File: src/rtl/plock_pkg.sv
`timescale 1ns/1ps
package plock_pkg;

    localparam int KEY_COUNT = 2;

    // Sequence detector: longest matched prefix of 0,1,1,0
    typedef enum logic [2:0] {
        ST_IDLE = 3'd0,
        ST_0    = 3'd1,
        ST_01   = 3'd2,
        ST_011  = 3'd3,
        ST_0110 = 3'd4
    } code_state_e;

    // Press qualifier: accept one digit, then wait for full release
    typedef enum logic {
        QS_READY = 1'b0,
        QS_HELD  = 1'b1
    } qual_state_e;

endpackage

File: src/rtl/key_sync.sv
`timescale 1ns/1ps
module key_sync #(
    parameter int WIDTH  = 2,
    parameter int STAGES = 2
) (
    input  logic             clk,
    input  logic             rst,
    input  logic [WIDTH-1:0] raw_in,
    output logic [WIDTH-1:0] sync_out
);

    localparam int LAST = STAGES - 1;

    for (genvar b = 0; b < WIDTH; b++) begin : g_bit
        logic [STAGES-1:0] chain;

        always_ff @(posedge clk) begin
            if (rst) begin
                chain <= '0;
            end else begin
                chain <= {chain[STAGES-2:0], raw_in[b]};
            end
        end

        assign sync_out[b] = chain[LAST];
    end

endmodule

File: src/rtl/press_qual.sv
`timescale 1ns/1ps
module press_qual
    import plock_pkg::*;
(
    input  logic                 clk,
    input  logic                 rst,
    input  logic [KEY_COUNT-1:0] lvl,
    output logic                 dig_vld,
    output logic                 dig_val
);

    qual_state_e q_st, q_nxt;
    logic        any_high;
    logic        one_high;

    assign any_high = |lvl;
    assign one_high = (lvl == 2'b01) || (lvl == 2'b10);

    // State register
    always_ff @(posedge clk) begin
        if (rst) begin
            q_st <= QS_READY;
        end else begin
            q_st <= q_nxt;
        end
    end

    // Next state
    always_comb begin
        q_nxt = q_st;
        unique case (q_st)
            QS_READY: if (any_high) q_nxt = QS_HELD;
            QS_HELD:  if (!any_high) q_nxt = QS_READY;
            default:  q_nxt = QS_READY;
        endcase
    end

    // Outputs: a digit only on a lone press seen in READY
    always_comb begin
        dig_vld = 1'b0;
        dig_val = 1'b0;
        unique case (q_st)
            QS_READY: begin
                dig_vld = one_high;
                dig_val = lvl[1];
            end
            QS_HELD: begin
                dig_vld = 1'b0;
                dig_val = 1'b0;
            end
            default: begin
                dig_vld = 1'b0;
                dig_val = 1'b0;
            end
        endcase
    end

endmodule

File: src/rtl/code_fsm.sv
`timescale 1ns/1ps
module code_fsm
    import plock_pkg::*;
(
    input  logic        clk,
    input  logic        rst,
    input  logic        dig_vld,
    input  logic        dig_val,
    output code_state_e st_o,
    output logic        unlock_o
);

    code_state_e st, nxt;

    // State register
    always_ff @(posedge clk) begin
        if (rst) begin
            st <= ST_IDLE;
        end else begin
            st <= nxt;
        end
    end

    // Next state, with fall-back to the longest remaining prefix
    always_comb begin
        nxt = st;
        if (dig_vld) begin
            unique case (st)
                ST_IDLE: nxt = dig_val ? ST_IDLE : ST_0;
                ST_0:    nxt = dig_val ? ST_01   : ST_0;
                ST_01:   nxt = dig_val ? ST_011  : ST_0;
                ST_011:  nxt = dig_val ? ST_IDLE : ST_0110;
                ST_0110: nxt = dig_val ? ST_01   : ST_0;
                default: nxt = ST_IDLE;
            endcase
        end
    end

    // Moore output, registered from the next state
    always_ff @(posedge clk) begin
        if (rst) begin
            unlock_o <= 1'b0;
        end else begin
            unlock_o <= (nxt == ST_0110);
        end
    end

    assign st_o = st;

endmodule

File: src/rtl/press_code_lock.sv
`timescale 1ns/1ps
module press_code_lock #(
    parameter int SYNC_STAGES = 2
) (
    input  logic clk,
    input  logic rst,
    input  logic key0_raw,
    input  logic key1_raw,
    output logic unlock
);

    import plock_pkg::*;

    logic [KEY_COUNT-1:0] sync_lvl;
    logic                 dig_vld;
    logic                 dig_val;
    code_state_e          code_st;

    key_sync #(
        .WIDTH  (KEY_COUNT),
        .STAGES (SYNC_STAGES)
    ) u_sync (
        .clk      (clk),
        .rst      (rst),
        .raw_in   ({key1_raw, key0_raw}),
        .sync_out (sync_lvl)
    );

    press_qual u_qual (
        .clk     (clk),
        .rst     (rst),
        .lvl     (sync_lvl),
        .dig_vld (dig_vld),
        .dig_val (dig_val)
    );

    code_fsm u_fsm (
        .clk      (clk),
        .rst      (rst),
        .dig_vld  (dig_vld),
        .dig_val  (dig_val),
        .st_o     (code_st),
        .unlock_o (unlock)
    );

endmodule

File: config.mk
export PLATFORM = sky130hd
export DESIGN_NAME = press_code_lock
export DESIGN_NICKNAME = d
export VERILOG_FILES = /design/src/rtl/plock_pkg.sv /design/src/rtl/key_sync.sv /design/src/rtl/press_qual.sv /design/src/rtl/code_fsm.sv /design/src/rtl/press_code_lock.sv
export SDC_FILE = /design/constraint.sdc
export NUM_CORES = 1
export LEC_CHECK = 0
export BUFFER_PORTS_ARGS = -buffer_cell sky130_fd_sc_hd__clkbuf_2
export CAP_MARGIN = 10
export CORE_AREA = 4 4 41 43
export CTS_CLUSTER_SIZE = 10
export DETAILED_ROUTE_END_ITERATION = 10
export DIE_AREA = 0 0 45 47
export GPL_ROUTABILITY_DRIVEN = 0
export MAX_ROUTING_LAYER = met4
export PLACE_DENSITY = 0.51
export SLEW_MARGIN = 20
export SYNTH_ARGS = -nofsm -noshare
export SYNTH_HDL_FRONTEND = slang
export SYNTH_SLANG_ARGS = --single-unit
File: constraint.sdc
create_clock -name clk -period 2.13 [get_ports clk]
set_clock_uncertainty 0.15 [all_clocks]
set_input_delay 0.426 -clock clk [delete_from_list [all_inputs] [get_ports clk]]
set_output_delay 0.426 -clock clk [all_outputs]
set_load 0.05 [all_outputs]
==> impl_summary.txt <==
----------------------------------------------------
[Status]
  Run status ... complete, no violations

[Floorplanning]
  DIE HEIGHT ... about 47 um
  Core Region ... roughly 0.0013 mm^2
  Initial cell density of the core ... between 20% and 30%
  Number of top-level design ports ... 5
  Die boundary width ... between 40 and 50 um
  Std cell rows ... 13
  Overall die area ... between 0.002 and 0.0025 mm^2

[Yosys]
  Compound-Gate Fraction of Synth Area ... under 10%
  Post-Synthesis Mean Instance Area ... between 9 and 10 um^2
  Cell count after synthesis ... 40
  Yosys warning count ... 0
  Mux contribution to synthesized area ... approximately 2.7%
  Simple-Gate Fraction of Synth Area ... approximately 33%
  Syn_nets ... 45
  Most used flip-flop cell after synthesis ... sky130_fd_sc_hd__dfxtp_1
  Post-synthesis async set-or-reset flop share ... 0%
  Sequential-to-total area share from yosys stat ... a little under half
  Synthesized-area fraction occupied by xor and xnor cells ... 0%
  Yosys reg bits ... 9
  Combined area of all synthesized cells ... about 380 um^2
  Number of flops mapped to enable cells by yosys ... 0
  Area share of fa/ha/maj cells after synthesis ... about 3.3%
  Number of library cell types mapped by synthesis ... 20
  Main combinational cell family by area after synthesis ... simple AND/OR/NAND/NOR gates

[Clocking]
  Total clock buffers created by CTS ... 3
  Number of hold-repair buffers added at the cts stage ... 0
  Maximum level of the CTS H-tree ... 1
  Buffer depth of the longest clock path ... 2
  CTS clk-pin slew, worst paths ... around 0.060 ns
  TritonCTS Sinks ... 9
  Root buffer cell ... sky130_fd_sc_hd__clkbuf_4
  Number of gates resized after cts ... 0
  Worst skew pair latency ... 0.25 ns
  Post-CTS setup buffer count ... 0
  Clock tree from TritonCTS ... yes

[Finish]
  Share of final-layout standard cells stronger than drive strength 1 ... 17.4%
  Storage cell area ... 180 um^2
  Final Non-Filler Cells ... between 60 and 70
  Post-layout net count ... 52
  Fillers ... roughly 150
  Layout overhead on the synthesized area ... 15.0%
  Area occupied by multi-input gates ... between 150 and 200 um^2
  Total inserted antenna cells ... 0

[Global route]
  Total congestion overflow after global routing ... 0
  Total track usage ... 7.28%
  Number of antenna violations at the first check in global routing ... 0
  Largest net degree at the start of global routing ... 10
  Global-route wire length before repair ... between 900 and 1000 um
  Vias in the first global route ... ~220

[Route]
  Number of vias per cell after detailed routing ... ~4.5
  Average routed wire per standard cell ... 9.26 um
  Antenna Violating Nets Remaining ... 0
  Router iterations before antenna repair ... 4
  Starting DRT DRC Count ... 4
  Total vias in the final route ... ~280
  Post-route DRC violation count ... 0
  Routed wire length ... around 570 um

[STA]
  Maximum operating frequency ... around 590 MHz
  Number of endpoints failing setup at the final stage ... 0
  Clock period minus final worst setup slack ... 1.71 ns
  Worst slew margin relative to its limit ... 81.6%
  TNS Setup ... 0 ns
  Final-report max-slew violation count ... 0
  RSZ-0062 raised after global routing ... false
  Final Cycle Share ... around four fifths
  Least-Margin Pin Slew ... 0.277 ns
  Setup ws final ... between 0.4 and 0.5 ns
  Hold violation total from the final report ... 0

[Pwr]
  Cell Int Power ... about 260 uW
  Switching power ... roughly 75 uW
  Clock network fraction of design power ... between 30 and 40%
  Pleak ... between 0.15 and 0.2 nW
  Switch share ... approximately 22%
  Gate power share ... between 8 and 9%
  Total power after layout ... 338 uW
  Pwr per Cell Area ... 781 mW/mm^2
  Power share of the sequential group ... a little over half
  Max VDD drop ... 0.370 mV

[Critical path]
  Critical Path Source ... u_sync.g_bit[1].chain[1]
  Reg-to-reg critical path startpoint ... u_sync.g_bit[1].chain[1]
  Worst setup slack for register-to-register paths ... about 0.42 ns
  End of the worst register-to-register path ... u_fsm.st_o[1]
  WP data required ... around 2.2 ns
  Worst r2r path cells ... 5
  Worst setup SP type ... register
  Setup crit end kind ... register
  Critical path peak fanout ... 5
  Worst endpoint data arrival time ... 1.74 ns
  Last element of the critical path ... u_fsm.st_o[1]
  Category of the most critical setup path ... reg -> reg

[Run]
  Max-cap check violation count ... 0

[Placed design]
  Pre-CTS setup slack ... ~0.42 ns
  Number of placed instances with taps included ... 57
  I/O Buffers ... 4

[Hold path]
  Hold/Removal Path Class ... in -> reg

----------------------------------------------------
## cell usage after synthesis, drive strengths merged (2+ instances only)
cell | count | area share, %
nand2 | 3 | 3.0
a21oi | 3 | 4.0
nand2b | 2 | 5.3
nand3 | 2 | 2.7
nor2 | 3 | 3.0
nor2b | 5 | 8.3
dfxtp | 9 | 48
inv | 2 | 2.0
## per-stage QoR
step / util (%) / area [um^2] / hold WS, ns
3_5_place_dp: 31.3 / 407 / 0.276
6_report: 33.3 / 433 / 0.226
2_1_floorplan: - / 377 / 0.264
4_1_cts: 33.3 / 433 / 0.220
5_1_grt: 33.3 / 433 / 0.246
3_3_place_gp: 31.3 / 407 / 0.268
## critical path, cell delays in order (launching register included)
cell and delay, ns:
sky130_fd_sc_hd__dfxtp_1 0.34, sky130_fd_sc_hd__inv_1 0.08, sky130_fd_sc_hd__ha_1 0.36, sky130_fd_sc_hd__nand2b_4 0.08, sky130_fd_sc_hd__or4_1 0.46, sky130_fd_sc_hd__a31oi_1 0.16
## worst min path at each step
| stage | cells after the start | start | endpoint |
|---|---|---|---|
| CTS | 2 | key0_raw | u_sync.g_bit[0].chain[0] |
| floorplan | 1 | u_sync.g_bit[0].chain[0] | u_sync.g_bit[0].chain[1] |
| detailed placement | 1 | u_sync.g_bit[0].chain[0] | u_sync.g_bit[0].chain[1] |
| global route | 2 | key0_raw | u_sync.g_bit[0].chain[0] |
| finish | 2 | key0_raw | u_sync.g_bit[0].chain[0] |
| global placement | 1 | u_sync.g_bit[0].chain[0] | u_sync.g_bit[0].chain[1] |
## routing by layer
metal | up-vias | track usage (%) | part of all wire (%)
met4 | 0 | 8.77 | 3.9
met2 | 9 | 7.63 | 37
met3 | 4 | 3.45 | 6.2
li1 | 148 | - | -
met1 | 115 | 8.70 | 52
met5 | - | - | 0
## cell families (layout without fill, tap and decap cells)
family / count (synthesis) / after routing
fa+ha+maj: 1 / 1
compound gates: 6 / 6
flops: 9 / 9
simple gates: 19 / 19
buf+inv: 4 / 10
mux: 1 / 1
## state kept, by name, summed over array words and instances (netlist names)
register / flops
u_sync.g_bit.chain: 4
u_qual.q_st: 1
u_fsm.unlock_o: 1
u_fsm.st_o: 3
## power by group through the flow
stage	Combinational [mW]	Clock (mW)	Sequential, mW
after global routing	0.0316	0.146	0.185
after global placement	0.0284	0	0.187
after floorplan	0.0288	0	0.181
final	0.0277	0.128	0.183
after detailed placement	0.0282	0	0.187
after CTS	0.0284	0.133	0.183
## placed cells by master, fill, tap and decap left out
| master | Yosys | layout |
|---|---|---|
| sky130_fd_sc_hd__o21ai_1 | 1 | 1 |
| sky130_fd_sc_hd__dfxtp_1 | 9 | 9 |
| sky130_fd_sc_hd__clkbuf_2 | 0 | 4 |
| sky130_fd_sc_hd__nor2b_1 | 5 | 5 |
| sky130_fd_sc_hd__nand3_1 | 2 | 2 |
| sky130_fd_sc_hd__mux2i_1 | 1 | 1 |
| sky130_fd_sc_hd__inv_1 | 2 | 2 |
| sky130_fd_sc_hd__clkbuf_1 | 1 | 1 |
| sky130_fd_sc_hd__ha_1 | 1 | 1 |
| sky130_fd_sc_hd__nor2_1 | 3 | 3 |
| sky130_fd_sc_hd__nand2b_1 | 1 | 1 |
| sky130_fd_sc_hd__or4_1 | 1 | 1 |
| sky130_fd_sc_hd__a21oi_1 | 3 | 3 |
| sky130_fd_sc_hd__nand4bb_1 | 1 | 1 |
| sky130_fd_sc_hd__nand2b_4 | 1 | 1 |
| sky130_fd_sc_hd__a31oi_1 | 1 | 1 |
| sky130_fd_sc_hd__nor3b_1 | 1 | 1 |
| sky130_fd_sc_hd__nand2_1 | 3 | 3 |
| sky130_fd_sc_hd__and4bb_1 | 1 | 1 |
| sky130_fd_sc_hd__a211o_1 | 1 | 1 |
| sky130_fd_sc_hd__clkbuf_4 | 0 | 3 |
## layout make-up
type | instances | area share (%)
repair buffers | 4 | 4.62
clock buffers | 4 | 6.07
multi-input cells | 27 | 41.6
well taps | 15 | 4.34
flip-flops and latches | 9 | 41.6
inverters | 2 | 1.73
Note: power is estimated with default switching activity, not from simulation.
